===== config.mk =====
export PLATFORM = sky130hd
export DESIGN_NAME = sensor_ctl_reg
export DESIGN_NICKNAME = d
export VERILOG_FILES = /design/src/rtl/ctlreg_pkg.sv /design/src/rtl/ctlreg_seq_fsm.sv /design/src/rtl/ctlreg_fields.sv /design/src/rtl/ctlreg_ypath.sv /design/src/rtl/sensor_ctl_reg.sv
export SDC_FILE = /design/constraint.sdc
export NUM_CORES = 1
export LEC_CHECK = 0
export ABC_AREA = 1
export CAP_MARGIN = 15
export CORE_MARGIN = 10
export CORE_UTILIZATION = 40
export CTS_CLUSTER_DIAMETER = 120
export CTS_CLUSTER_SIZE = 12
export DETAILED_ROUTE_END_ITERATION = 12
export GPL_TIMING_DRIVEN = 0
export PLACE_DENSITY = 0.89
export SETUP_SLACK_MARGIN = 0.4
export SYNTH_ARGS = -nofsm -noshare
export SYNTH_HDL_FRONTEND = slang
export SYNTH_SLANG_ARGS = --single-unit

===== constraint.sdc =====
create_clock -name clk -period 3.45 [get_ports clk]
set_input_delay 0.5175 -clock clk [delete_from_list [all_inputs] [get_ports clk]]
set_output_delay 0.5175 -clock clk [all_outputs]
set_load 0.02 [all_outputs]

===== src/rtl/ctlreg_pkg.sv =====
package ctlreg_pkg;
  localparam int DATA_W   = 8;
  localparam int B_RESA   = 7;
  localparam int B_RESB   = 6;
  localparam int B_CLRERR = 5;
  localparam int B_HPFB   = 4;
  localparam int B_STDIR  = 3;
  localparam int B_STEN   = 2;
  localparam int B_YNEG   = 1;

  localparam logic [1:0] PAT_ABORT = 2'b00;
  localparam logic [1:0] PAT_STEP1 = 2'b10;
  localparam logic [1:0] PAT_STEP2 = 2'b11;
  localparam logic [1:0] PAT_STEP3 = 2'b01;

  typedef enum logic [1:0] {SEQ_IDLE = 2'd0, SEQ_HAVE1 = 2'd1, SEQ_HAVE2 = 2'd2} seq_t;

  typedef struct packed {
    logic hpfb;
    logic st_dir;
    logic st_en;
    logic y_neg;
  } ctl_fields_t;

  function automatic logic [1:0] reset_pattern(input logic [DATA_W-1:0] d);
    return {d[B_RESA], d[B_RESB]};
  endfunction

  function automatic logic [DATA_W-1:0] pack_readback(input ctl_fields_t f);
    logic [DATA_W-1:0] r;
    r = '0;
    r[B_HPFB]  = f.hpfb;
    r[B_STDIR] = f.st_dir;
    r[B_STEN]  = f.st_en;
    r[B_YNEG]  = f.y_neg;
    return r;
  endfunction
endpackage


===== src/rtl/ctlreg_seq_fsm.sv =====
module ctlreg_seq_fsm
  import ctlreg_pkg::*;
(
  input  logic       clk,
  input  logic       rst_n,
  input  logic       wr_hit,
  input  logic [1:0] pat,
  output logic       seq_done,
  output seq_t       seq_state
);
  seq_t state_q, state_d;

  always_comb begin
    state_d = state_q;
    if (wr_hit) begin
      if (pat == PAT_STEP1)                             state_d = SEQ_HAVE1;
      else if (state_q == SEQ_HAVE1 && pat == PAT_STEP2) state_d = SEQ_HAVE2;
      else                                              state_d = SEQ_IDLE;
    end
  end

  assign seq_done  = wr_hit && (state_q == SEQ_HAVE2) && (pat == PAT_STEP3);
  assign seq_state = state_q;

  always_ff @(posedge clk or negedge rst_n) begin
    if (!rst_n) state_q <= SEQ_IDLE;
    else        state_q <= state_d;
  end
endmodule


===== src/rtl/ctlreg_fields.sv =====
module ctlreg_fields
  import ctlreg_pkg::*;
(
  input  logic              clk,
  input  logic              rst_n,
  input  logic              wr_hit,
  input  logic [DATA_W-1:0] wdata,
  input  logic              seq_done,
  output ctl_fields_t       fields,
  output logic              ce_strobe,
  output logic              srst_pulse
);
  ctl_fields_t f_q;

  always_ff @(posedge clk or negedge rst_n) begin
    if (!rst_n) begin
      f_q        <= '0;
      ce_strobe  <= 1'b0;
      srst_pulse <= 1'b0;
    end else begin
      ce_strobe  <= wr_hit && wdata[B_CLRERR];
      srst_pulse <= seq_done;
      if (seq_done) begin
        f_q <= '0;
      end else if (wr_hit) begin
        f_q.hpfb   <= wdata[B_HPFB];
        f_q.st_dir <= wdata[B_STDIR];
        f_q.st_en  <= wdata[B_STEN];
        f_q.y_neg  <= wdata[B_YNEG];
      end
    end
  end

  assign fields = f_q;
endmodule


===== src/rtl/ctlreg_ypath.sv =====
module ctlreg_ypath #(
  parameter int SAMPLE_W = 12
) (
  input  logic                flip,
  input  logic [SAMPLE_W-1:0] y_in,
  output logic [SAMPLE_W-1:0] y_out
);
  localparam logic [SAMPLE_W-1:0] MOST_NEG = {1'b1, {(SAMPLE_W-1){1'b0}}};
  localparam logic [SAMPLE_W-1:0] MOST_POS = {1'b0, {(SAMPLE_W-1){1'b1}}};

  function automatic logic [SAMPLE_W-1:0] sat_negate(input logic [SAMPLE_W-1:0] v);
    if (v == MOST_NEG) return MOST_POS;
    return (~v) + 1'b1;
  endfunction

  assign y_out = flip ? sat_negate(y_in) : y_in;
endmodule


===== src/rtl/sensor_ctl_reg.sv =====
module sensor_ctl_reg
  import ctlreg_pkg::*;
#(
  parameter int              ADDR_W   = 4,
  parameter logic [ADDR_W-1:0] REG_ADDR = 4'h2,
  parameter int              SAMPLE_W = 12
) (
  input  logic                clk,
  input  logic                rst_n,
  input  logic                wr_en,
  input  logic [ADDR_W-1:0]   wr_addr,
  input  logic [DATA_W-1:0]   wr_data,
  output logic [DATA_W-1:0]   rd_data,
  output logic                soft_rst_pulse,
  output logic                clr_err_strobe,
  output logic                hpf_bypass,
  output logic                st_enable,
  output logic                st_dir,
  input  logic [SAMPLE_W-1:0] y_in,
  output logic [SAMPLE_W-1:0] y_out
);
  logic        addr_hit;
  logic        wr_hit;
  logic [1:0]  pat;
  logic        seq_done;
  seq_t        seq_state;
  ctl_fields_t fields;

  assign addr_hit = (wr_addr == REG_ADDR);
  assign wr_hit   = wr_en && addr_hit;
  assign pat      = reset_pattern(wr_data);

  ctlreg_seq_fsm u_seq (
    .clk(clk), .rst_n(rst_n), .wr_hit(wr_hit), .pat(pat),
    .seq_done(seq_done), .seq_state(seq_state)
  );

  ctlreg_fields u_fields (
    .clk(clk), .rst_n(rst_n), .wr_hit(wr_hit), .wdata(wr_data),
    .seq_done(seq_done), .fields(fields),
    .ce_strobe(clr_err_strobe), .srst_pulse(soft_rst_pulse)
  );

  ctlreg_ypath #(.SAMPLE_W(SAMPLE_W)) u_ypath (
    .flip(fields.st_en && fields.y_neg), .y_in(y_in), .y_out(y_out)
  );

  assign rd_data    = addr_hit ? pack_readback(fields) : '0;
  assign hpf_bypass = fields.hpfb || fields.st_en;
  assign st_enable  = fields.st_en;
  assign st_dir     = fields.st_dir;
endmodule


==> results of run 1 <==
==> power groups by stage <==
stage	registers, mW	clock network (mW)	logic [mW]
floorplan	0.126	0	0.182
global placement	0.119	0	0.324
detailed placement	0.120	0	0.330
CTS	0.119	0.0711	0.331
global route	0.120	0.0743	0.353
finish	0.118	0.0720	0.324
==> layout make-up <==
cell class                      instances  area share
Buffer                                  5      0.0351
Clock buffer                            3      0.0158
Inverter                               21      0.0589
Multi-Input combinational cell        101       0.385
Sequential cell                         8       0.141
Tap cell                               27      0.0237
Timing Repair Buffer                   46       0.341
==> flip-flops by register name, summed over array words and instances, names as in the netlist <==
| register | count |
|---|---|
| u_fields.ce_strobe | 1 |
| u_fields.srst_pulse | 1 |
| u_fields.fields | 4 |
| u_seq.seq_state | 2 |
==> placed cells by master, fill, tap and decap left out <==
cell type	instances
clkdlybuf4s50_1	36
nand2_1	33
inv_1	18
nand3_1	16
nor2_1	15
dlymetal6s2s_1	10
o21ai_0	8
dfrtp_1	8
nor2_2	4
nand3_2	4
buf_4	4
conb_1	4
nand2_2	3
clkbuf_4	3
inv_2	2
nand4_1	2
nand3b_1	2
nand2_4	1
inv_6	1
buf_12	1
nor2_4	1
nor3_4	1
nand3_4	1
a21o_2	1
o211ai_1	1
a22oi_1	1
nand4_2	1
nor2b_4	1
ha_2	1
==> kinds of logic (layout without fill, tap and decap cells) <==
kind of cell | after synthesis | count (layout) | synth area share
simple gates | 85 | 85 | 0.523
buf+inv | 26 | 75 | 0.154
compound gates | 11 | 11 | 0.0735
flops | 8 | 8 | 0.231
fa+ha+maj | 1 | 1 | 0.0144
other cells | 1 | 4 | 0.00432
==> per-layer routing <==
layer | up-vias | routed length, um | track usage
li1 | 517 | - | -
met1 | 440 | 1020 | 0.113
met2 | 38 | 1360 | 0.223
met3 | 3 | 287 | 0.0552
met4 | 0 | 14 | 0.0236
met5 | - | 0 | 0
==> timing repair <==
item	CTS	global route
endpoints found under the setup margin	0	11
endpoints found under the hold margin	0	0
gates resized for setup	0	11
==> worst reg2reg max path: cells and delay by family, from the launching register on <==
family,cells,cell delay [ns]
compound gates,1,0.08
flops,1,0.40
simple gates,4,0.41
==> worst max-delay path by stage <==
stage | start | end | cells after the start
finish | y_in[0] | y_out[11] | 9
global route | y_in[0] | y_out[11] | 9
CTS | y_in[0] | y_out[9] | 8
detailed placement | y_in[0] | y_out[9] | 8
global placement | y_in[0] | y_out[9] | 8
floorplan | y_in[0] | y_out[1] | 6
==> metrics by stage <==
| step | power [mW] | cell area [um^2] | hold WS (ns) | setup slack, ns |
|---|---|---|---|---|
| global placement | 0.443 | 1370 | 0.489 | 0.509 |
| CTS | 0.521 | 1400 | 0.533 | 0.458 |
| finish | 0.514 | 1420 | 0.533 | 0.543 |
| floorplan | 0.308 | 880 | 0.222 | 1.43 |
| detailed placement | 0.450 | 1370 | 0.521 | 0.464 |
| global route | 0.548 | 1420 | 0.570 | 0.424 |
==> impl_metrics.json, run 1 <==
{
  "netlist_top_cells_area": "dfrtp_1 23%, nand2_1 14%, nand3_1 9.2%, inv_1 7.8%, nor2_1 6.5%",
  "synth-seq-cells": 8,
  "syn-cell-area_um2": 868,
  "ys_types": 26,
  "ir_worst_vdd_mv": 0.221,
  "leakagePower_nw": 0.772,
  "multiInputGateArea_um2": 548,
  "clock_path_buffers": 2,
  "clk_pin_slew_ns": 0.05,
  "rrSetupSlack_ns": 2.42,
  "core_area_um2": 2020,
  "numClockSinks": 8,
  "critPathBufInv": 3,
  "hold_path_class": "flip-flop to flip-flop",
  "dieArea_um2": 4430,
  "cp.arrival_ns": 2.39,
  "cp.required_ns": 2.93,
  "final-hold-violation-count": 0,
  "slowest_delay_ns": 0.54,
  "reg2reg_depth": 5,
  "port_buffers": 46,
  "synth_area_per_cell_um2": 6.58,
  "dp.cells": 208,
  "postRouteAntennaNets": 0,
  "crit_path_frequent_cell": "clkdlybuf4s50_1",
  "netlist_instances": 132,
  "fmax_ghz": 0.344,
  "power.density_nw_per_um2": 361,
  "cp_max_fo": 10,
  "synth-main-ff-cell": "dfrtp_1",
  "overflow": 0,
  "cellInternalPower_mw": 0.298,
  "routed_wl_um": 2680,
  "p_sw_frac": 0.421,
  "hpwl_um": 2290,
  "die_w_um": 66.6,
  "drc": 0,
  "r2r_start": "u_seq.seq_state[0]$_DFFE_PN0P_",
  "synth_most_common_cell": "nand2_1",
  "fillers": 178,
  "p_comb_frac": 0.630,
  "worstHoldStart": "u_seq.seq_state[1]$_DFFE_PN0P_",
  "ys_top_cells_by_count": "33 x nand2_1, 18 x inv_1, 16 x nand3_1, 15 x nor2_1",
  "ctsHoldBuffers": 0,
  "hold_end": "u_seq.seq_state[1]$_DFFE_PN0P_",
  "whs_path_depth": 2,
  "grt_antenna_before_repair": 0,
  "drtIter0Drc": 66,
  "r2r_end": "u_fields.fields[3]$_DFFE_PN0P_",
  "cts_tree": "done",
  "fp.dieH_um": 66.6,
  "wl_per_cell_um": 12.7,
  "final_core_util": 0.704,
  "crit_path_end_kind": "primary output",
  "gp_congestion": 0.758,
  "grtUsageTotal": 0.118,
  "clock_tree.root_cell": "clkbuf_4",
  "htreeDepth": 1,
  "clk_latency_ns": 0.25,
  "vias": 998,
  "firstDrtPassIters": 4,
  "outcome": "finished, final reports clean",
  "num_io_pins": 52,
  "rows": 16,
  "syn2layout_area_growth_pct": 64.0,
  "period_needed_ns": 2.91,
  "drv.max_cap_violation_count": 0,
  "synth_area_leader_cell": "dfrtp_1",
  "yosys_warnings": 0,
  "crit_path_start_kind": "primary input",
  "crit_path_top_delay_cell": "clkdlybuf4s50_1",
  "cp_top_family": "buffers and inverters",
  "synth_edf_count": 0,
  "diodes": 0,
  "regArea_um2": 200,
  "grt_pass1_vias": 1038,
  "viasPerCell": 4.73,
  "start_util": 0.429,
  "grt_max_degree": 11,
  "synthArstFlopShare": 1.00,
  "clock_skew_ns": 0.00166,
  "numCtsBuffers": 3,
  "min_period_over_period": 0.843,
  "setup_viol": 0,
  "seqPwrFrac": 0.230,
  "drive_gt1_frac": 0.163,
  "grt_pass1_wl_um": 4350,
  "synth_top_cell_area_share": 0.231,
  "post_cts_buffers": 0,
  "p_clk_frac": 0.140,
  "final_cells": 211,
  "grt_setup_unrepaired": "no",
  "crit_type": "primary input to primary output",
  "fin_nets": 214,
  "ys_seq_area_frac": 0.231,
  "cp_cell_sequence": "clkdlybuf4s50_1, inv_1, ha_2, nand3_2, nor2_4, nand3_4, nand2_2, nor2_2, clkdlybuf4s50_1",
  "p_sw_mw": 0.216,
  "drv_slew": 0,
  "fin_tns_setup_ns": 0
}
No activity file was read; power rests on OpenSTA's default activity.
==> run 2, diff against run 1 <==
- CORE_UTILIZATION: 40 -> 33
- PLACE_DENSITY: 0.89 -> 0.79
- clock period: 3.45 -> 2.6 ns (I/O delays scaled with it)
==> impl_metrics.json, run 2 (synthesis gave the netlist of run 1 again) <==
{
  "outcome": "finished, final reports clean",
  "grtUsageTotal": 0.107,
  "crit_type": "primary input to primary output",
  "setup_viol": 0,
  "min_period_over_period": 0.827,
  "overflow": 0,
  "dr_wl_met3_um": 334,
  "numCtsBuffers": 3,
  "grt_antenna_before_repair": 0,
  "die_w_um": 71.3,
  "cts_tree": "done",
  "grt_max_degree": 12,
  "hold_path_class": "primary input to asynchronous set/reset pin",
  "drc": 0,
  "drv.max_cap_violation_count": 0,
  "fp.dieH_um": 71.3,
  "port_buffers": 46,
  "final_common_cell": "nand2_1",
  "dr_wl_met2_um": 1380,
  "viasPerCell": 4.90,
  "leakagePower_nw": 0.768,
  "crit_path_start_kind": "primary input",
  "fillers": 222,
  "gp_congestion": 0.955,
  "drv_slew": 0,
  "clk_latency_ns": 0.25,
  "grt_pass1_vias": 1078,
  "postRouteAntennaNets": 0,
  "core_area_um2": 2500,
  "rows": 18,
  "crit_path_end_kind": "primary output",
  "met1_length_um": 1100,
  "hpwl_um": 2320,
  "final-hold-violation-count": 0,
  "drive_gt1_frac": 0.283,
  "reg2reg_depth": 5,
  "largest_register_ffs": 4,
  "routed_wl_um": 2870,
  "vias": 1064,
  "htreeDepth": 1,
  "syn2layout_area_growth_pct": 66.1,
  "diodes": 0,
  "grt_setup_unrepaired": "yes",
  "r2r_end": "u_fields.fields[2]$_DFFE_PN0P_",
  "dieArea_um2": 5080,
  "clock_skew_ns": 0.00210,
  "fin_tns_setup_ns": 0,
  "grt_pass1_wl_um": 4650,
  "fmax_ghz": 0.465,
  "numClockSinks": 8,
  "start_util": 0.347,
  "drtIter0Drc": 94,
  "num_io_pins": 52,
  "firstDrtPassIters": 4,
  "rrSetupSlack_ns": 1.60,
  "fin_nets": 217,
  "mostFrequentLayoutCells": "31 x nand2_1, 25 x clkdlybuf4s50_1, 15 x inv_1, 15 x nand3_1, 14 x nor2_1",
  "ir_worst_vdd_mv": 0.427,
  "period_needed_ns": 2.15,
  "dp.cells": 211,
  "wl_per_cell_um": 13.2,
  "routed.top_layer": "met4",
  "clk_pin_slew_ns": 0.05,
  "cp.arrival_ns": 1.76,
  "cp.required_ns": 2.21,
  "clock_path_buffers": 2,
  "r2r_start": "u_seq.seq_state[0]$_DFFE_PN0P_",
  "cp_max_fo": 5,
  "final_cells": 217,
  "clock_tree.root_cell": "clkbuf_4",
  "power.density_nw_per_um2": 470
}
run 2: changes by cell type in the layout (fill, tap and decap cells not counted), sizes merged:
cell / delta
clkdlybuf4s50: -11
buf: +14
dlygate4sd2: +4
nand3: +1
dlymetal6s2s: -5
run 2: worst max-delay path: stages:
cell and delay (ns):
clkdlybuf4s50_1 0.47, nor2_2 0.20, nand3_2 0.12, nor2_4 0.18, nand3_4 0.14, nand3_2 0.10
buf_2 0.16
run 2: metal layers:
| metal | global-route usage | vias to the layer above |
|---|---|---|
| met2 | 0.186 | 54 |
| met1 | 0.101 | 476 |
| li1 | - | 528 |
| met5 | 0 | - |
| met3 | 0.0565 | 6 |
| met4 | 0.0495 | 0 |
run 2: cell type report:
cell class	instances	area [um^2]	share of cell area
multi-input cells	102	606	0.420
well taps	30	37.5	0.0260
inverters	21	83.8	0.0581
repair buffers	48	443	0.307
flip-flops and latches	8	200	0.139
plain buffers	5	50.0	0.0347
clock buffers	3	22.5	0.0156
run 2: worst max-delay path by stage:
| stage | start | endpoint | cells after the start |
|---|---|---|---|
| after floorplan | y_in[0] | y_out[1] | 6 |
| after global placement | y_in[0] | y_out[9] | 8 |
| after detailed placement | y_in[0] | y_out[9] | 8 |
| after CTS | y_in[0] | y_out[9] | 8 |
| after global routing | y_in[6] | y_out[9] | 7 |
| final | y_in[6] | y_out[7] | 7 |
run 2: per-stage QoR:
step / utilization / area (um^2) / power (mW) / hold slack, ns / worst slack [ns]
final: 0.577 / 1440 / 0.678 / 0.410 / 0.449
after global routing: 0.577 / 1440 / 0.731 / 0.433 / 0.375
after CTS: 0.554 / 1390 / 0.669 / 0.421 / 0.335
after detailed placement: 0.551 / 1380 / 0.598 / 0.510 / -0.162
after global placement: 0.551 / 1380 / 0.590 / 0.491 / -0.0949
after floorplan: - / 880 / 0.408 / 0.0944 / 0.837
run 2: what timing repair did:
action / 4_1_cts / 5_1_grt
endpoints found under the hold margin: 0 / 0
buffers inserted: 0 / 2
endpoints found under the setup margin: 15 / 13
gates resized for setup: 58 / 19
hold buffers: 0 / 0
cloned: 1 / 0
pin swaps: 3 / 8
run 2: power by group:
| group | total, mW | internal [mW] | switching, mW |
|---|---|---|---|
| Combinational | 0.427 | 0.185 | 0.242 |
| Sequential | 0.157 | 0.143 | 0.0138 |
| Clock | 0.0947 | 0.0528 | 0.0419 |
==> run 3, diff against run 2 <==
- clock period: 2.6 -> 1.9 ns (I/O delays scaled with it)
==> impl_metrics.json, run 3 (synthesis gave the netlist of run 1 again) <==
{
  "vias": 1222,
  "clk_latency_ns": 0.26,
  "cp_max_fo": 6,
  "wl_per_cell_um": 16.6,
  "start_util": 0.347,
  "drive_gt1_frac": 0.587,
  "num_io_pins": 52,
  "final_cells": 236,
  "fp.dieH_um": 71.3,
  "crit_path_start_kind": "flip-flop",
  "clock_tree.root_cell": "clkbuf_4",
  "hold_path_class": "primary input to asynchronous set/reset pin",
  "firstDrtPassIters": 4,
  "grt_antenna_before_repair": 0,
  "drtIter0Drc": 116,
  "outcome": "finished, final reports clean",
  "gp_congestion": 0.902,
  "grtUsageTotal": 0.143,
  "diodes": 0,
  "dp.cells": 211,
  "cp.required_ns": 1.62,
  "cts_tree": "done",
  "viasPerCell": 5.18,
  "crit_path_top_delay_cell": "dfrtp_1",
  "drv.max_cap_violation_count": 0,
  "postRouteAntennaNets": 0,
  "grt_setup_unrepaired": "yes",
  "grt_pass1_wl_um": 6110,
  "grt_pass1_vias": 1294,
  "htreeDepth": 1,
  "final_common_cell": "buf_4",
  "numClockSinks": 8,
  "power.density_nw_per_um2": 650,
  "crit_path_end_kind": "primary output",
  "cp_cell_sequence": "nand2_4, inv_8, buf_12, nand2_4, nand2_2, nand2_2, nand3_2, buf_6",
  "port_buffers": 46,
  "overflow": 0,
  "clock_path_buffers": 2,
  "syn2layout_area_growth_pct": 106,
  "crit_type": "flip-flop to primary output",
  "stdcell_area_um2": 1790,
  "final-hold-violation-count": 0,
  "min_period_over_period": 0.887,
  "drc": 0,
  "clk_pin_slew_ns": 0.06,
  "largest_register_ffs": 4,
  "hpwl_um": 2390,
  "fmax_ghz": 0.593,
  "ir_worst_vdd_mv": 0.525,
  "ctsHoldBuffers": 0,
  "fin_nets": 236,
  "routed_wl_um": 3910,
  "core_area_um2": 2500,
  "drv_slew": 0,
  "placedInstanceArea_um2": 1380,
  "leakagePower_nw": 0.927,
  "cp.arrival_ns": 1.40,
  "die_w_um": 71.3,
  "setup_viol": 0,
  "mostFrequentLayoutCells": "21 x buf_4, 20 x buf_6, 18 x nand2_1, 12 x nand2_2, 12 x nand3_2",
  "slowest_delay_ns": 0.40,
  "rows": 18,
  "dieArea_um2": 5080,
  "clock_skew_ns": 0.00103,
  "grt_max_degree": 9,
  "period_needed_ns": 1.69,
  "numCtsBuffers": 3
}
run 3: cell count changes in the layout (fill, tap and decap cells not counted), sizes merged:
cell	change
buf	+34
clkdlybuf4s50	-16
dlymetal6s2s	-3
dlygate4sd2	+2
clkbuf	+1
clkdlybuf4s15	+1
run 3: per-layer routing:
metal	part of all wire	up-vias	GRT usage
met1	0.34	581	0.139
met2	0.53	61	0.261
met3	0.11	12	0.0606
li1	-	568	-
met5	0	-	0
met4	0.020	0	0.0559
run 3: stage by stage:
stage / utilization / setup WS, ns / setup TNS (ns) / power [mW] / hold WS, ns
CTS: 0.685 / 0.231 / 0 / 1.10 / 0.320
global placement: 0.553 / -0.597 / -7.24 / 0.810 / 0.487
finish: 0.715 / 0.214 / 0 / 1.16 / 0.306
detailed placement: 0.553 / -0.632 / -7.66 / 0.824 / 0.511
global route: 0.715 / 0.176 / 0 / 1.22 / 0.326
floorplan: - / 0.433 / 0 / 0.562 / -0.0106
run 3: critical path, delay by kind of cell (launching register included):
kind	cells	cell delay [ns]
DFF	1	0.40
and+or+nand+nor	5	0.39
buffers and inverters	3	0.35
run 3: worst paths after layout:
check,startpoint,endpoint,slack (ns),cells after the start
setup / recovery,u_fields.fields[0]$_DFFE_PN0P_,y_out[9],0.21,8
hold / removal,rst_n,u_fields.ce_strobe$_DFF_PN0_,0.31,1
setup reg to reg,u_seq.seq_state[0]$_DFFE_PN0P_,u_fields.fields[2]$_DFFE_PN0P_,0.86,5
hold reg to reg,u_seq.seq_state[0]$_DFFE_PN0P_,u_seq.seq_state[0]$_DFFE_PN0P_,0.53,2
max in group asynchronous,rst_n,u_fields.fields[1]$_DFFE_PN0P_,1.33,1
min in group clk,u_seq.seq_state[0]$_DFFE_PN0P_,u_seq.seq_state[0]$_DFFE_PN0P_,0.53,2
run 3: layout make-up:
cell class                 instances  area, um^2
timing repair buffer              67         624
clock buffer                       3        22.5
buffer                             5        50.0
tap                               30        37.5
fill                             177         713
sequential                         8         200
inverter                          21        91.3
multi-input combinational        102         761
run 3: report_power, final:
group | switching, mW | leakage [nW] | total [mW] | internal (mW)
combinational | 0.438 | 0.810 | 0.815 | 0.376
sequential | 0.0172 | 0.103 | 0.212 | 0.195
clock | 0.0618 | 0.0138 | 0.134 | 0.0726
total | 0.517 | 0.927 | 1.16 | 0.644
run 3: repair_timing:
item	4_1_cts	5_1_grt
endpoints found under the hold margin	0	0
buffers inserted	18	2
cloned	2	0
pin swaps	30	11
gates resized for setup	193	28
setup endpoints to repair	19	19
